**src/rtl/can_irq_pkg.sv**
```systemverilog
package can_irq_pkg;
  localparam int REG_W     = 16;
  localparam int NUM_FLAGS = 6;
  localparam int NUM_REGS  = 4;

  localparam int FL_RST  = 0;
  localparam int FL_RX   = 1;
  localparam int FL_TX   = 2;
  localparam int FL_CAN  = 3;
  localparam int FL_BUS  = 4;
  localparam int FL_WARN = 5;

  localparam int REG_FLAG = 0;
  localparam int REG_EMSK = 1;
  localparam int REG_MBMK = 2;
  localparam int REG_STAT = 3;

  localparam logic [NUM_FLAGS-1:0] FLAG_RST_VAL = 6'b000001;
  localparam logic [NUM_FLAGS-1:0] EMSK_RST_VAL = 6'b111110;
  localparam logic [NUM_FLAGS-1:0] EMSK_WR_BITS = 6'b111110;

  typedef enum logic [1:0] {
    SZ_BYTE = 2'd0,
    SZ_WORD = 2'd1,
    SZ_LONG = 2'd2,
    SZ_RSVD = 2'd3
  } acc_size_e;
endpackage

```
**src/rtl/can_irq_access.sv**
```systemverilog
module can_irq_access
  import can_irq_pkg::*;
#(
  parameter int ADDR_W = 4
) (
  input  logic                sel_i,
  input  logic                wr_i,
  input  logic [1:0]          size_i,
  input  logic [ADDR_W-1:0]   addr_i,
  input  logic                slow_i,
  output logic                wr_ok_o,
  output logic                rd_ok_o,
  output logic [NUM_REGS-1:0] reg_hit_o,
  output logic [REG_W-1:0]    lane_o
);
  localparam int IDX_W = ADDR_W - 1;

  logic size_ok;
  logic acc_ok;

  always_comb begin
    size_ok = 1'b0;
    lane_o  = '0;
    case (acc_size_e'(size_i))
      SZ_BYTE: begin
        size_ok = 1'b1;
        lane_o  = addr_i[0] ? 16'hFF00 : 16'h00FF;
      end
      SZ_WORD: begin
        size_ok = ~addr_i[0];
        lane_o  = 16'hFFFF;
      end
      default: begin
        size_ok = 1'b0;
        lane_o  = '0;
      end
    endcase
    acc_ok  = sel_i & ~slow_i & size_ok;
    wr_ok_o = acc_ok & wr_i;
    rd_ok_o = acc_ok & ~wr_i;
  end

  for (genvar r = 0; r < NUM_REGS; r++) begin : g_hit
    assign reg_hit_o[r] = (addr_i[ADDR_W-1:1] == IDX_W'(r));
  end
endmodule

```
**src/rtl/can_irq_evgate.sv**
```systemverilog
module can_irq_evgate #(
  parameter int NUM_MB = 16
) (
  input  logic [NUM_MB-1:0] mbmask_i,
  input  logic [NUM_MB-1:0] rx_i,
  input  logic [NUM_MB-1:0] tx_i,
  input  logic [NUM_MB-1:0] cancel_i,
  output logic              rx_hit_o,
  output logic              tx_hit_o,
  output logic              cancel_hit_o
);
  logic [NUM_MB-1:0] rx_open;
  logic [NUM_MB-1:0] tx_open;
  logic [NUM_MB-1:0] cn_open;

  for (genvar m = 0; m < NUM_MB; m++) begin : g_mb
    assign rx_open[m] = rx_i[m]     & ~mbmask_i[m];
    assign tx_open[m] = tx_i[m]     & ~mbmask_i[m];
    assign cn_open[m] = cancel_i[m] & ~mbmask_i[m];
  end

  assign rx_hit_o     = |rx_open;
  assign tx_hit_o     = |tx_open;
  assign cancel_hit_o = |cn_open;
endmodule

```
**src/rtl/can_irq_flagbank.sv**
```systemverilog
module can_irq_flagbank
  import can_irq_pkg::*;
(
  input  logic                 clk,
  input  logic                 rst_n,
  input  logic [NUM_FLAGS-1:0] set_i,
  input  logic [NUM_FLAGS-1:0] clr_i,
  output logic [NUM_FLAGS-1:0] flag_o
);
  logic [NUM_FLAGS-1:0] flag_q;
  logic [NUM_FLAGS-1:0] flag_d;
  logic [NUM_FLAGS-1:0] flag_en;

  for (genvar f = 0; f < NUM_FLAGS; f++) begin : g_flag
    always_comb begin
      flag_en[f] = set_i[f] | clr_i[f];
      flag_d[f]  = set_i[f] | (flag_q[f] & ~clr_i[f]);
    end

    always_ff @(posedge clk or negedge rst_n) begin
      if (!rst_n) begin
        flag_q[f] <= FLAG_RST_VAL[f];
      end else if (flag_en[f]) begin
        flag_q[f] <= flag_d[f];
      end
    end
  end

  assign flag_o = flag_q;
endmodule

```
**src/rtl/can_irq_maskregs.sv**
```systemverilog
module can_irq_maskregs
  import can_irq_pkg::*;
#(
  parameter int NUM_MB = 16
) (
  input  logic                 clk,
  input  logic                 rst_n,
  input  logic                 emsk_we_i,
  input  logic                 mbmk_we_i,
  input  logic [REG_W-1:0]     lane_i,
  input  logic [REG_W-1:0]     wdata_i,
  output logic [NUM_FLAGS-1:0] emask_o,
  output logic [NUM_MB-1:0]    mbmask_o
);
  logic [NUM_FLAGS-1:0] emask_q;
  logic [NUM_FLAGS-1:0] emask_d;
  logic [NUM_FLAGS-1:0] emask_bits;
  logic [NUM_MB-1:0]    mbmask_q;
  logic [NUM_MB-1:0]    mbmask_d;
  logic [NUM_MB-1:0]    mb_bits;

  always_comb begin
    emask_bits = lane_i[NUM_FLAGS-1:0] & EMSK_WR_BITS;
    emask_d    = (emask_q & ~emask_bits) | (wdata_i[NUM_FLAGS-1:0] & emask_bits);
    mb_bits    = lane_i[NUM_MB-1:0];
    mbmask_d   = (mbmask_q & ~mb_bits) | (wdata_i[NUM_MB-1:0] & mb_bits);
  end

  always_ff @(posedge clk or negedge rst_n) begin
    if (!rst_n) begin
      emask_q <= EMSK_RST_VAL;
    end else if (emsk_we_i) begin
      emask_q <= emask_d;
    end
  end

  always_ff @(posedge clk or negedge rst_n) begin
    if (!rst_n) begin
      mbmask_q <= '1;
    end else if (mbmk_we_i) begin
      mbmask_q <= mbmask_d;
    end
  end

  assign emask_o  = emask_q;
  assign mbmask_o = mbmask_q;
endmodule

```
**src/rtl/can_irq_flags.sv**
```systemverilog
module can_irq_flags
  import can_irq_pkg::*;
#(
  parameter int NUM_MB = 16,
  parameter int ADDR_W = 4
) (
  input  logic              clk,
  input  logic              rst_n,
  input  logic              wake_done_i,
  input  logic              sleep_i,
  input  logic              medium_speed_i,
  input  logic [NUM_MB-1:0] rx_done_i,
  input  logic [NUM_MB-1:0] tx_done_i,
  input  logic [NUM_MB-1:0] tx_cancel_i,
  input  logic              bus_act_i,
  input  logic              err_warn_i,
  input  logic              bus_sel_i,
  input  logic              bus_wr_i,
  input  logic [1:0]        bus_size_i,
  input  logic [ADDR_W-1:0] bus_addr_i,
  input  logic [15:0]       bus_wdata_i,
  output logic [15:0]       bus_rdata_o,
  output logic              irq_o
);
  logic                 wr_ok;
  logic                 rd_ok;
  logic [NUM_REGS-1:0]  reg_hit;
  logic [REG_W-1:0]     lane;
  logic                 rx_hit;
  logic                 tx_hit;
  logic                 cn_hit;
  logic [NUM_FLAGS-1:0] flag_set;
  logic [NUM_FLAGS-1:0] flag_clr;
  logic [NUM_FLAGS-1:0] flag_q;
  logic [NUM_FLAGS-1:0] emask_q;
  logic [NUM_MB-1:0]    mbmask_q;
  logic [REG_W-1:0]     word_mux [NUM_REGS];
  logic [REG_W-1:0]     rd_word;

  can_irq_access #(.ADDR_W(ADDR_W)) u_access (
    .sel_i     (bus_sel_i),
    .wr_i      (bus_wr_i),
    .size_i    (bus_size_i),
    .addr_i    (bus_addr_i),
    .slow_i    (medium_speed_i),
    .wr_ok_o   (wr_ok),
    .rd_ok_o   (rd_ok),
    .reg_hit_o (reg_hit),
    .lane_o    (lane)
  );

  can_irq_evgate #(.NUM_MB(NUM_MB)) u_evgate (
    .mbmask_i     (mbmask_q),
    .rx_i         (rx_done_i),
    .tx_i         (tx_done_i),
    .cancel_i     (tx_cancel_i),
    .rx_hit_o     (rx_hit),
    .tx_hit_o     (tx_hit),
    .cancel_hit_o (cn_hit)
  );

  always_comb begin
    flag_set          = '0;
    flag_set[FL_RST]  = wake_done_i;
    flag_set[FL_RX]   = rx_hit;
    flag_set[FL_TX]   = tx_hit;
    flag_set[FL_CAN]  = cn_hit;
    flag_set[FL_BUS]  = bus_act_i & sleep_i;
    flag_set[FL_WARN] = err_warn_i;
    flag_clr = (wr_ok && reg_hit[REG_FLAG]) ?
               (bus_wdata_i[NUM_FLAGS-1:0] & lane[NUM_FLAGS-1:0]) : '0;
  end

  can_irq_flagbank u_flags (
    .clk    (clk),
    .rst_n  (rst_n),
    .set_i  (flag_set),
    .clr_i  (flag_clr),
    .flag_o (flag_q)
  );

  can_irq_maskregs #(.NUM_MB(NUM_MB)) u_masks (
    .clk       (clk),
    .rst_n     (rst_n),
    .emsk_we_i (wr_ok & reg_hit[REG_EMSK]),
    .mbmk_we_i (wr_ok & reg_hit[REG_MBMK]),
    .lane_i    (lane),
    .wdata_i   (bus_wdata_i),
    .emask_o   (emask_q),
    .mbmask_o  (mbmask_q)
  );

  always_comb begin
    word_mux[REG_FLAG] = REG_W'(flag_q);
    word_mux[REG_EMSK] = REG_W'(emask_q);
    word_mux[REG_MBMK] = REG_W'(mbmask_q);
    word_mux[REG_STAT] = {14'd0, sleep_i, sleep_i | flag_q[FL_RST]};
    rd_word = '0;
    for (int r = 0; r < NUM_REGS; r++) begin
      if (reg_hit[r]) rd_word = rd_word | word_mux[r];
    end
    bus_rdata_o = rd_ok ? (rd_word & lane) : '0;
  end

  assign irq_o = flag_q[FL_RST] |
                 (|(flag_q[NUM_FLAGS-1:1] & ~emask_q[NUM_FLAGS-1:1]));
endmodule

```
**config.mk**
```make
export PLATFORM = sky130hd
export DESIGN_NAME = can_irq_flags
export DESIGN_NICKNAME = d
export VERILOG_FILES = /design/src/rtl/can_irq_pkg.sv /design/src/rtl/can_irq_access.sv /design/src/rtl/can_irq_evgate.sv /design/src/rtl/can_irq_flagbank.sv /design/src/rtl/can_irq_maskregs.sv /design/src/rtl/can_irq_flags.sv
export SDC_FILE = /design/constraint.sdc
export NUM_CORES = 1
export LEC_CHECK = 0
export ABC_AREA = 1
export BUFFER_PORTS_ARGS = -buffer_cell sky130_fd_sc_hd__buf_2
export CORE_ASPECT_RATIO = 0.7
export CORE_UTILIZATION = 49
export CTS_BUF_LIST = sky130_fd_sc_hd__clkbuf_8
export CTS_CLUSTER_SIZE = 16
export DETAILED_ROUTE_END_ITERATION = 6
export GPL_TIMING_DRIVEN = 0
export MAX_ROUTING_LAYER = met4
export PLACE_DENSITY = 0.93
export SYNTH_ARGS = -nofsm -noshare
export SYNTH_HDL_FRONTEND = slang
export SYNTH_HIERARCHICAL = 1
export SYNTH_SLANG_ARGS = --single-unit
```
**constraint.sdc**
```tcl
create_clock -name clk -period 1.6 [get_ports clk]
set_input_delay 0.32 -clock clk [delete_from_list [all_inputs] [get_ports clk]]
set_output_delay 0.32 -clock clk [all_outputs]
set_load 0.005 [all_outputs]
```
==> results_dict.tcl, run 1 <==
set metrics [dict create \
    layout_min_cycle_time_ns 1.60 \
    cts_buffer_depth 2 \
    rr_worst_depth 9 \
    violations "negative setup slack" \
    dr_total_vias 2727 \
    fillers 359 \
    crit_type "reg2out" \
    slew_violations 0 \
    syn_nets 468 \
    area_growth_pct 38.8 \
    max-cap-violations 0 \
    syn_area_per_cell_sq_um 5.67 \
    yosysWarnings 6 \
    rsz0062_at_grt "yes" \
    start_util_pct 51.0 \
    p_int_mw 1.10 \
    grt_most_used_layer "met2" \
    wl_microns 6820 \
    finClkSkew_ns 0.00682 \
    cts_tree "done" \
    met1_usage_pct 35.7 \
    grt_overflow 0 \
    p_per_area_nw_per_um2 515 \
    ys_seq_area_share_pct 31.9 \
    peakVddDrop_v 0.000357 \
    die_x_microns 82.2 \
    wl_per_cell_microns 12.3 \
    n_antenna_cell 0 \
    nNetsFinal 579 \
    cts.sinks 27 \
    reg2reg_to "u_flags/flag_o[2]$_DFFE_PN0P_" \
    ant_nets 0 \
    multiInputGateArea_sq_um 1250 \
    die_area_sq_um 4780 \
    drive_gt1_share_pct 35.3 \
    clock_latency_ns 0.28 \
    gp_congestion 0.962 \
    ios 96 \
    cp-start-kind "flip-flop" \
    cts_max_level 1 \
    hold_viol 0 \
    end_kind "primary output" \
    drc 0 \
    num_rows 20 \
    pwr-share-seq_pct 48.4 \
    dieHeight_microns 58.2 \
    setup_viol_count_final 1 \
    clkPwrFrac_pct 25.4 \
    crit_arrival_ns 1.28 \
    grt_max_degree 28 \
    cp_max_fo 2 \
    grt_pass1_wl_microns 10300 \
    drt_iter0_drc 167 \
    hold_path.class "in2async" \
    place_ws_ns -0.442 \
    final_design_area_no_fill_sq_um 3060 \
    cp.required_ns 1.28 \
    relSlewSlack_pct 58.5 \
    fin_ws_ns -0.00347 \
    postCtsHoldBufs 0 \
    fin_crit_sh_pct 100 \
    port_buffers 95 \
    netlist_area_sq_um 2210 \
    synth_cells 389 \
    total_power_mw 1.58 \
    swShare_pct 30.1 \
    synth_seq_cells 27 \
    synth_cell_types 15 \
    max_freq_mhz 624 \
    clkTransAtPathRegs_ns 0.09 \
    placed_area_sq_um 2750 \
    seq_area_sq_um 703 \
    coreArea_sq_um 4330 \
    first_global_vias 2496 \
    worstMarginPinSlew_ns 0.623 \
    power_leakage_nw 1.83 \
    dr.pass1.iters 5 \
    track_usage_pct 29.0 \
    power_frac_comb_pct 26.2 \
    status "finished, violations left" \
    antenna_found_initial 0 \
    cts_buffers 3 \
    reg2reg_slack_ns 0.36 \
    avgViaCountPerCell 4.92 \
    cts-root-buf "clkbuf_8" \
    hpwl_microns 4890 \
    switchingPower_mw 0.476 \
    grt.met3_usage_pct 4.41 \
    grt_use_met2_pct 49.5 \
]
worst max-delay path, cell delays in order (launching register included):
cell and delay, ns:
dfstp_2 0.55, buf_4 0.11, nand2_1 0.06, nand3_2 0.09, nand3_2 0.06, inv_1 0.05, buf_2 0.10
synth_stat cells:
| cell | number | area, sq um |
|---|---|---|
| nand2_1 | 198 | 743 |
| inv_1 | 63 | 236 |
| nor2_1 | 37 | 139 |
| nand3_1 | 31 | 155 |
| dfstp_2 | 22 | 578 |
| buf_4 | 17 | 128 |
| dfrtp_1 | 5 | 125 |
| nor3_1 | 4 | 20.0 |
| buf_6 | 3 | 33.8 |
| nand4_1 | 3 | 18.8 |
| o21ai_0 | 2 | 10.0 |
| a21oi_1 | 1 | 5.00 |
| buf_2 | 1 | 5.00 |
| conb_1 | 1 | 3.75 |
| nand2_2 | 1 | 6.26 |
cells by family after synthesis:
family	count (synthesis)	synth area share (%)
AO/OA/AOI/OAI	3	0.680
buffers and inverters	84	18.3
AND/OR/NAND/NOR	274	49.0
flip-flops	27	31.9
other	1	0.170
per-stage QoR:
stage | hold WS (ns) | setup TNS, ns | std cells | util (%)
after floorplan | 0.0244 | 0 | 389 | -
after global placement | 0.360 | -7.21 | 539 | 63.6
after detailed placement | 0.375 | -7.59 | 539 | 63.6
final | 0.0500 | -0.00347 | 554 | 70.8
after CTS | 0.0638 | 0 | 543 | 66.1
after global routing | 0.0824 | -0.406 | 554 | 70.8
routing by layer:
layer  vias up  share of wire [%]
li1       1357                  -
met1      1242                 44
met2       116                 48
met3        12                7.1
met4         0                1.2
met5         -                  0
layout make-up:
cell class              instances  share of cell area (%)
repair buffers                103                    18.5
clock inverters                 1                   0.163
inverters                      63                    7.80
clock buffers                   3                    1.35
plain buffers                  21                    6.05
well taps                      55                    2.25
multi-input cells             281                    40.9
flip-flops and latches         27                    23.0
power by group through the flow:
stage               clock (mW)  sequential [mW]  combinational (mW)
global placement             0            0.772               0.329
global route             0.431            0.768               0.460
CTS                      0.405            0.762               0.357
floorplan                    0            0.763               0.189
detailed placement           0            0.773               0.341
finish                   0.401            0.764               0.413
placed cells by master (no fill, tap or decap):
cell type  netlist  routed
dfrtp_1          5       5
o21ai_1          0       1
nand3_1         31      28
inv_1           63      59
clkbuf_8         0       3
buf_8            0       1
nand4_1          3       3
clkinv_2         0       1
buf_6            3      11
nand2_4          0       1
inv_2            0       3
nor2_4           0       3
nand2_1        198     196
nand2_8          0       1
nand2_2          1       2
nor3_4           0       3
nand3_2          0       3
nor2_2           0       6
nor2_1          37      29
buf_4           17      21
buf_2            1      91
conb_1           1       1
o21ai_0          2       1
inv_4            0       1
dfstp_2         22      22
nor3_2           0       1
a21oi_4          0       2
worst max-delay path by stage:
stage               slack, ns                             to           from
floorplan                0.09                 bus_rdata_o[1]  bus_size_i[0]
global placement        -0.45                 bus_rdata_o[1]  bus_addr_i[0]
detailed placement      -0.44  u_flags/flag_o[1]$_DFFE_PN0P_  bus_addr_i[3]
CTS                      0.01                 bus_rdata_o[6]  bus_size_i[1]
global route            -0.11                          irq_o      flip-flop
finish                 -0.003                 bus_rdata_o[3]      flip-flop
repair_timing:
action	in CTS	in global routing
cloned	0	3
resized for setup	12	41
endpoints found under the hold margin	0	0
buffers inserted	0	8
setup endpoints to repair	22	17
pin swaps	0	15
Power figures use the tool's default switching activity.
==> run 2: changes to the inputs <==
--- a/config.mk
+++ b/config.mk
@@ -15,6 +15,7 @@
 export GPL_TIMING_DRIVEN = 0
 export MAX_ROUTING_LAYER = met4
 export PLACE_DENSITY = 0.93
+export RECOVER_POWER = 100
 export SYNTH_ARGS = -nofsm -noshare
 export SYNTH_HDL_FRONTEND = slang
 export SYNTH_HIERARCHICAL = 1
==> results_dict.tcl, run 2 (synthesis results as in run 1) <==
set metrics [dict create \
    cts.sinks 27 \
    final_design_area_no_fill_sq_um 3040 \
    mostFrequentLayoutCells "nand2_1, buf_2, inv_1" \
    dp.cells 539 \
    max-cap-violations 0 \
    violations "negative setup slack" \
    setup_viol_count_final 1 \
    cp_max_fo 2 \
    status "finished, violations left" \
    wl_met2_microns 3230 \
    relSlewSlack_pct 1.35 \
    total_power_mw 1.57 \
    dr_total_vias 2740 \
    hold_path.class "in2reg" \
    clkTransAtPathRegs_ns 0.10 \
    switchingPower_mw 0.467 \
    track_usage_pct 29.0 \
    power_frac_comb_pct 26.1 \
    finClkSkew_ns 0.00453 \
    hpwl_microns 4890 \
    finalSetupTns_ns -0.000896 \
    p_per_area_nw_per_um2 516 \
    drc 0 \
    pwr-share-seq_pct 48.8 \
    die_area_sq_um 4780 \
    max_freq_mhz 625 \
    start_util_pct 51.0 \
    clkPwrFrac_pct 25.1 \
    cts-root-buf "clkbuf_8" \
    layout_min_cycle_time_ns 1.60 \
    n_antenna_cell 0 \
    drt_iter0_drc 193 \
    end_kind "primary output" \
    num_rows 20 \
    wl_per_cell_microns 12.2 \
    port_buffers 95 \
    area_growth_pct 37.6 \
    cts_tree "done" \
    maxUsedRoutingLayer "met4" \
    grt_overflow 0 \
    nNetsFinal 579 \
    grt_pass1_wl_microns 10300 \
    power_leakage_nw 1.81 \
    cp.required_ns 1.28 \
    placed_area_sq_um 2750 \
    rsz0062_at_grt "yes" \
    cts_max_level 1 \
    wirelength_met1_microns 2960 \
    p_int_mw 1.10 \
    mostFrequentLayoutCell "nand2_1" \
    ios 96 \
    fin_crit_sh_pct 100 \
    utilization_pct 70.2 \
    coreArea_sq_um 4330 \
    ant_nets 0 \
    worstMarginPinSlew_ns 1.48 \
    wl_microns 6780 \
    drive_gt1_share_pct 34.5 \
    dr.pass1.iters 7 \
    avgViaCountPerCell 4.95 \
    clock_latency_ns 0.28 \
    crit_type "reg2out" \
    hold_viol 0 \
    cts_buffers 3 \
    crit_arrival_ns 1.28 \
    grt_max_degree 28 \
    cp-start-kind "flip-flop" \
    dieHeight_microns 58.2 \
    die_x_microns 82.2 \
    gp_congestion 0.962 \
    fin_ws_ns -0.000896 \
    swShare_pct 29.8 \
    wl_met3_microns 498 \
    first_global_vias 2496 \
    final_cells 554 \
    peakVddDrop_v 0.000351 \
    antenna_found_initial 0 \
    slew_violations 0 \
    cts_buffer_depth 2 \
]
[run 2: per-stage QoR]
step	hold WS, ns	worst slack, ns
global route	0.215	-0.114
CTS	0.0638	0.0106
detailed placement	0.375	-0.442
global placement	0.360	-0.447
finish	0.217	-0.000896
floorplan	0.0244	0.0923
[run 2: final timing paths]
kind | from | to | slack (ns) | cells after the start
hold / removal | err_warn_i | u_flags/flag_o[5]$_DFFE_PN0P_ | 0.22 | 3
max in group asynchronous | rst_n | u_flags/flag_o[5]$_DFFE_PN0P_ | 0.36 | 1
setup / recovery | flip-flop | bus_rdata_o[3] | -0.0009 | 6
setup reg to reg | flip-flop | u_flags/flag_o[2]$_DFFE_PN0P_ | 0.35 | 9
hold reg to reg | flip-flop | flip-flop | 0.47 | 2
min in group asynchronous | rst_n | u_flags/flag_o[1]$_DFFE_PN0P_ | 0.38 | 1
[run 2: what timing repair did]
| action | in CTS | in global routing |
|---|---|---|
| cloned | 0 | 3 |
| gates resized for setup | 12 | 41 |
| endpoints found under the setup margin | 22 | 17 |
| hold buffers | 0 | 0 |
| buffers inserted | 0 | 8 |
| pin swaps | 0 | 15 |
[run 2: area by class of cell]
class                   instances  area, sq um
inverters                      63          239
plain buffers                  21          171
clock inverters                 1         5.00
repair buffers                103          563
well taps                      55         68.8
clock buffers                   3         41.3
multi-input cells             281         1250
flip-flops and latches         27          703
fillers                       366         1290
[run 2: worst max-delay path: stages (launching register included)]
cell     delay, ns
dfstp_2       0.55
buf_4         0.11
nand2_1       0.06
nand3_2       0.09
nand3_2       0.06
inv_1         0.05
buf_2         0.10
[run 2: power by group through the flow]
stage / clock network [mW] / logic (mW) / registers (mW)
3_5_place_dp: 0 / 0.341 / 0.773
5_1_grt: 0.431 / 0.457 / 0.768
4_1_cts: 0.405 / 0.357 / 0.762
3_3_place_gp: 0 / 0.329 / 0.772
2_1_floorplan: 0 / 0.189 / 0.763
6_report: 0.393 / 0.409 / 0.764
[run 2: layer usage]
metal	vias up	GRT usage, %
met1	1245	35.7
met2	124	49.5
met3	15	4.41
li1	1356	-
met4	0	8.02
met5	-	-
==> run 3: changes to the inputs <==
--- a/config.mk
+++ b/config.mk
@@ -8,13 +8,13 @@
 export ABC_AREA = 1
 export BUFFER_PORTS_ARGS = -buffer_cell sky130_fd_sc_hd__buf_2
 export CORE_ASPECT_RATIO = 0.7
-export CORE_UTILIZATION = 49
+export CORE_UTILIZATION = 53
 export CTS_BUF_LIST = sky130_fd_sc_hd__clkbuf_8
 export CTS_CLUSTER_SIZE = 16
 export DETAILED_ROUTE_END_ITERATION = 6
 export GPL_TIMING_DRIVEN = 0
 export MAX_ROUTING_LAYER = met4
-export PLACE_DENSITY = 0.93
+export PLACE_DENSITY = 0.95
 export RECOVER_POWER = 100
 export SYNTH_ARGS = -nofsm -noshare
 export SYNTH_HDL_FRONTEND = slang
==> constraint.sdc (replaced) <==
create_clock -name clk -period 2 [get_ports clk]
set_input_delay 0.4 -clock clk [delete_from_list [all_inputs] [get_ports clk]]
set_output_delay 0.4 -clock clk [all_outputs]
set_load 0.005 [all_outputs]
==> results_dict.tcl, run 3 (synthesis results as in run 1) <==
set metrics [dict create \
    postCtsHoldBufs 0 \
    post_cts_buffers 0 \
    relSlewSlack_pct 1.99 \
    grt_pass1_wl_microns 10200 \
    peakVddDrop_v 0.000370 \
    die_x_microns 79.1 \
    cts_buffers 3 \
    dr.pass1.iters 5 \
    final_design_area_no_fill_sq_um 2780 \
    cts_buffer_depth 2 \
    rsz0062_at_grt "no" \
    first_global_vias 2468 \
    finClkSkew_ns 0.0105 \
    area_growth_pct 26.1 \
    dr_total_vias 2662 \
    placed_area_sq_um 2750 \
    layout_min_cycle_time_ns 1.91 \
    cts_max_level 1 \
    nNetsFinal 568 \
    rr_worst_depth 9 \
    coreArea_sq_um 3950 \
    n_antenna_cell 0 \
    avgViaCountPerCell 4.93 \
    status "complete, no violations" \
    hold_path.class "in2reg" \
    wl_per_cell_microns 11.3 \
    fillers 382 \
    min_to "u_flags/flag_o[0]$_DFFE_PN1P_" \
    ant_nets 0 \
    cp-start-kind "input pin" \
    setup_viol_count_final 0 \
    start_util_pct 55.9 \
    hp-start "wake_done_i" \
    crit_arrival_ns 1.51 \
    reg2reg_slack_ns 0.74 \
    cp.required_ns 1.60 \
    cts-root-buf "clkbuf_8" \
    hold_viol 0 \
    track_usage_pct 29.9 \
    max_freq_mhz 524 \
    mostFrequentLayoutCells "nand2_1, buf_2, inv_1" \
    grt_max_degree 28 \
    slew_violations 0 \
    drc 0 \
    worstMarginPinSlew_ns 1.47 \
    hold_path_depth 3 \
    reg2reg_to "u_flags/flag_o[2]$_DFFE_PN0P_" \
    num_rows 19 \
    finalSetupTns_ns 0 \
    gp_congestion 0.896 \
    utilization_pct 70.5 \
    hpwl_microns 4870 \
    drt_iter0_drc 181 \
    antenna_found_initial 0 \
    power_leakage_nw 1.69 \
    drive_gt1_share_pct 27.9 \
    cts.sinks 27 \
    max-cap-violations 0 \
    fin_crit_sh_pct 95.5 \
    mostFrequentLayoutCell "nand2_1" \
    clock_latency_ns 0.28 \
    cts_tree "done" \
    dieHeight_microns 56.0 \
    port_buffers 95 \
    wl_microns 6100 \
    clkTransAtPathRegs_ns 0.09 \
    crit_type "in2out" \
    grt_overflow 0 \
    ios 96 \
    die_area_sq_um 4430 \
    p_per_area_nw_per_um2 435 \
    cp_max_fo 11 \
    end_kind "primary output" \
]
-- run 3: changes by cell type in the layout (fill, tap and decap cells not counted), moves of 4 or more --
cell      previous run  this run
clkbuf_1             2        10
buf_6                9         1
nor2_2               6         1
buf_4               20        14
inv_1               59        63
nor2_1              29        36
-- run 3: through the flow --
stage	cells	power [mW]	setup slack (ns)	hold slack, ns
after floorplan	389	0.762	0.332	0.104
after global placement	536	0.877	-0.188	0.444
after detailed placement	536	0.893	-0.169	0.450
after CTS	540	1.22	0.114	0.140
after global routing	540	1.28	0.0109	0.312
final	540	1.21	0.0905	0.302
-- run 3: what timing repair did --
action	4_1_cts	5_1_grt
gates cloned	0	0
gates resized for setup	4	1
setup endpoints to repair	13	1
-- run 3: final cells by class --
cell class	count	area [sq um]	share of cell area [%]
timing repair buffer	95	469	16.9
tap	52	65.1	2.34
sequential	27	703	25.3
multi-input combinational	278	1120	40.4
inverter	63	236	8.49
clock inverter	1	5.00	0.180
clock buffer	3	41.3	1.48
buffer	21	140	5.03
-- run 3: where the power goes --
group	switching (mW)	total, mW	internal, mW
Sequential	0.0188	0.607	0.588
Clock	0.183	0.323	0.140
Combinational	0.157	0.281	0.124
Total	0.358	1.21	0.852
-- run 3: per-layer routing --
| metal | track usage, % | up-vias | routed length (microns) |
|---|---|---|---|
| met5 | - | - | 0 |
| met1 | 36.4 | 1210 | 2600 |
| met4 | 6.75 | 0 | 33 |
| li1 | - | 1327 | - |
| met3 | 6.56 | 6 | 537 |
| met2 | 50.6 | 119 | 2930 |
-- run 3: worst max-delay path, stage by stage --
cell and delay (ns):
buf_2 0.10, inv_1 0.05, a21oi_2 0.45, clkbuf_2 0.26, nand3_1 0.09, inv_1 0.06
buf_2 0.10
-- run 3: worst max path at each step --
stage | from | endpoint | slack (ns) | cells past startpoint
final | bus_size_i[0] | bus_rdata_o[3] | 0.09 | 7
after global routing | bus_size_i[0] | bus_rdata_o[3] | 0.01 | 7
after CTS | bus_addr_i[3] | bus_rdata_o[0] | 0.11 | 7
after detailed placement | bus_addr_i[0] | bus_rdata_o[1] | -0.17 | 6
after global placement | bus_addr_i[0] | bus_rdata_o[1] | -0.19 | 6
after floorplan | bus_size_i[0] | bus_rdata_o[1] | 0.33 | 5
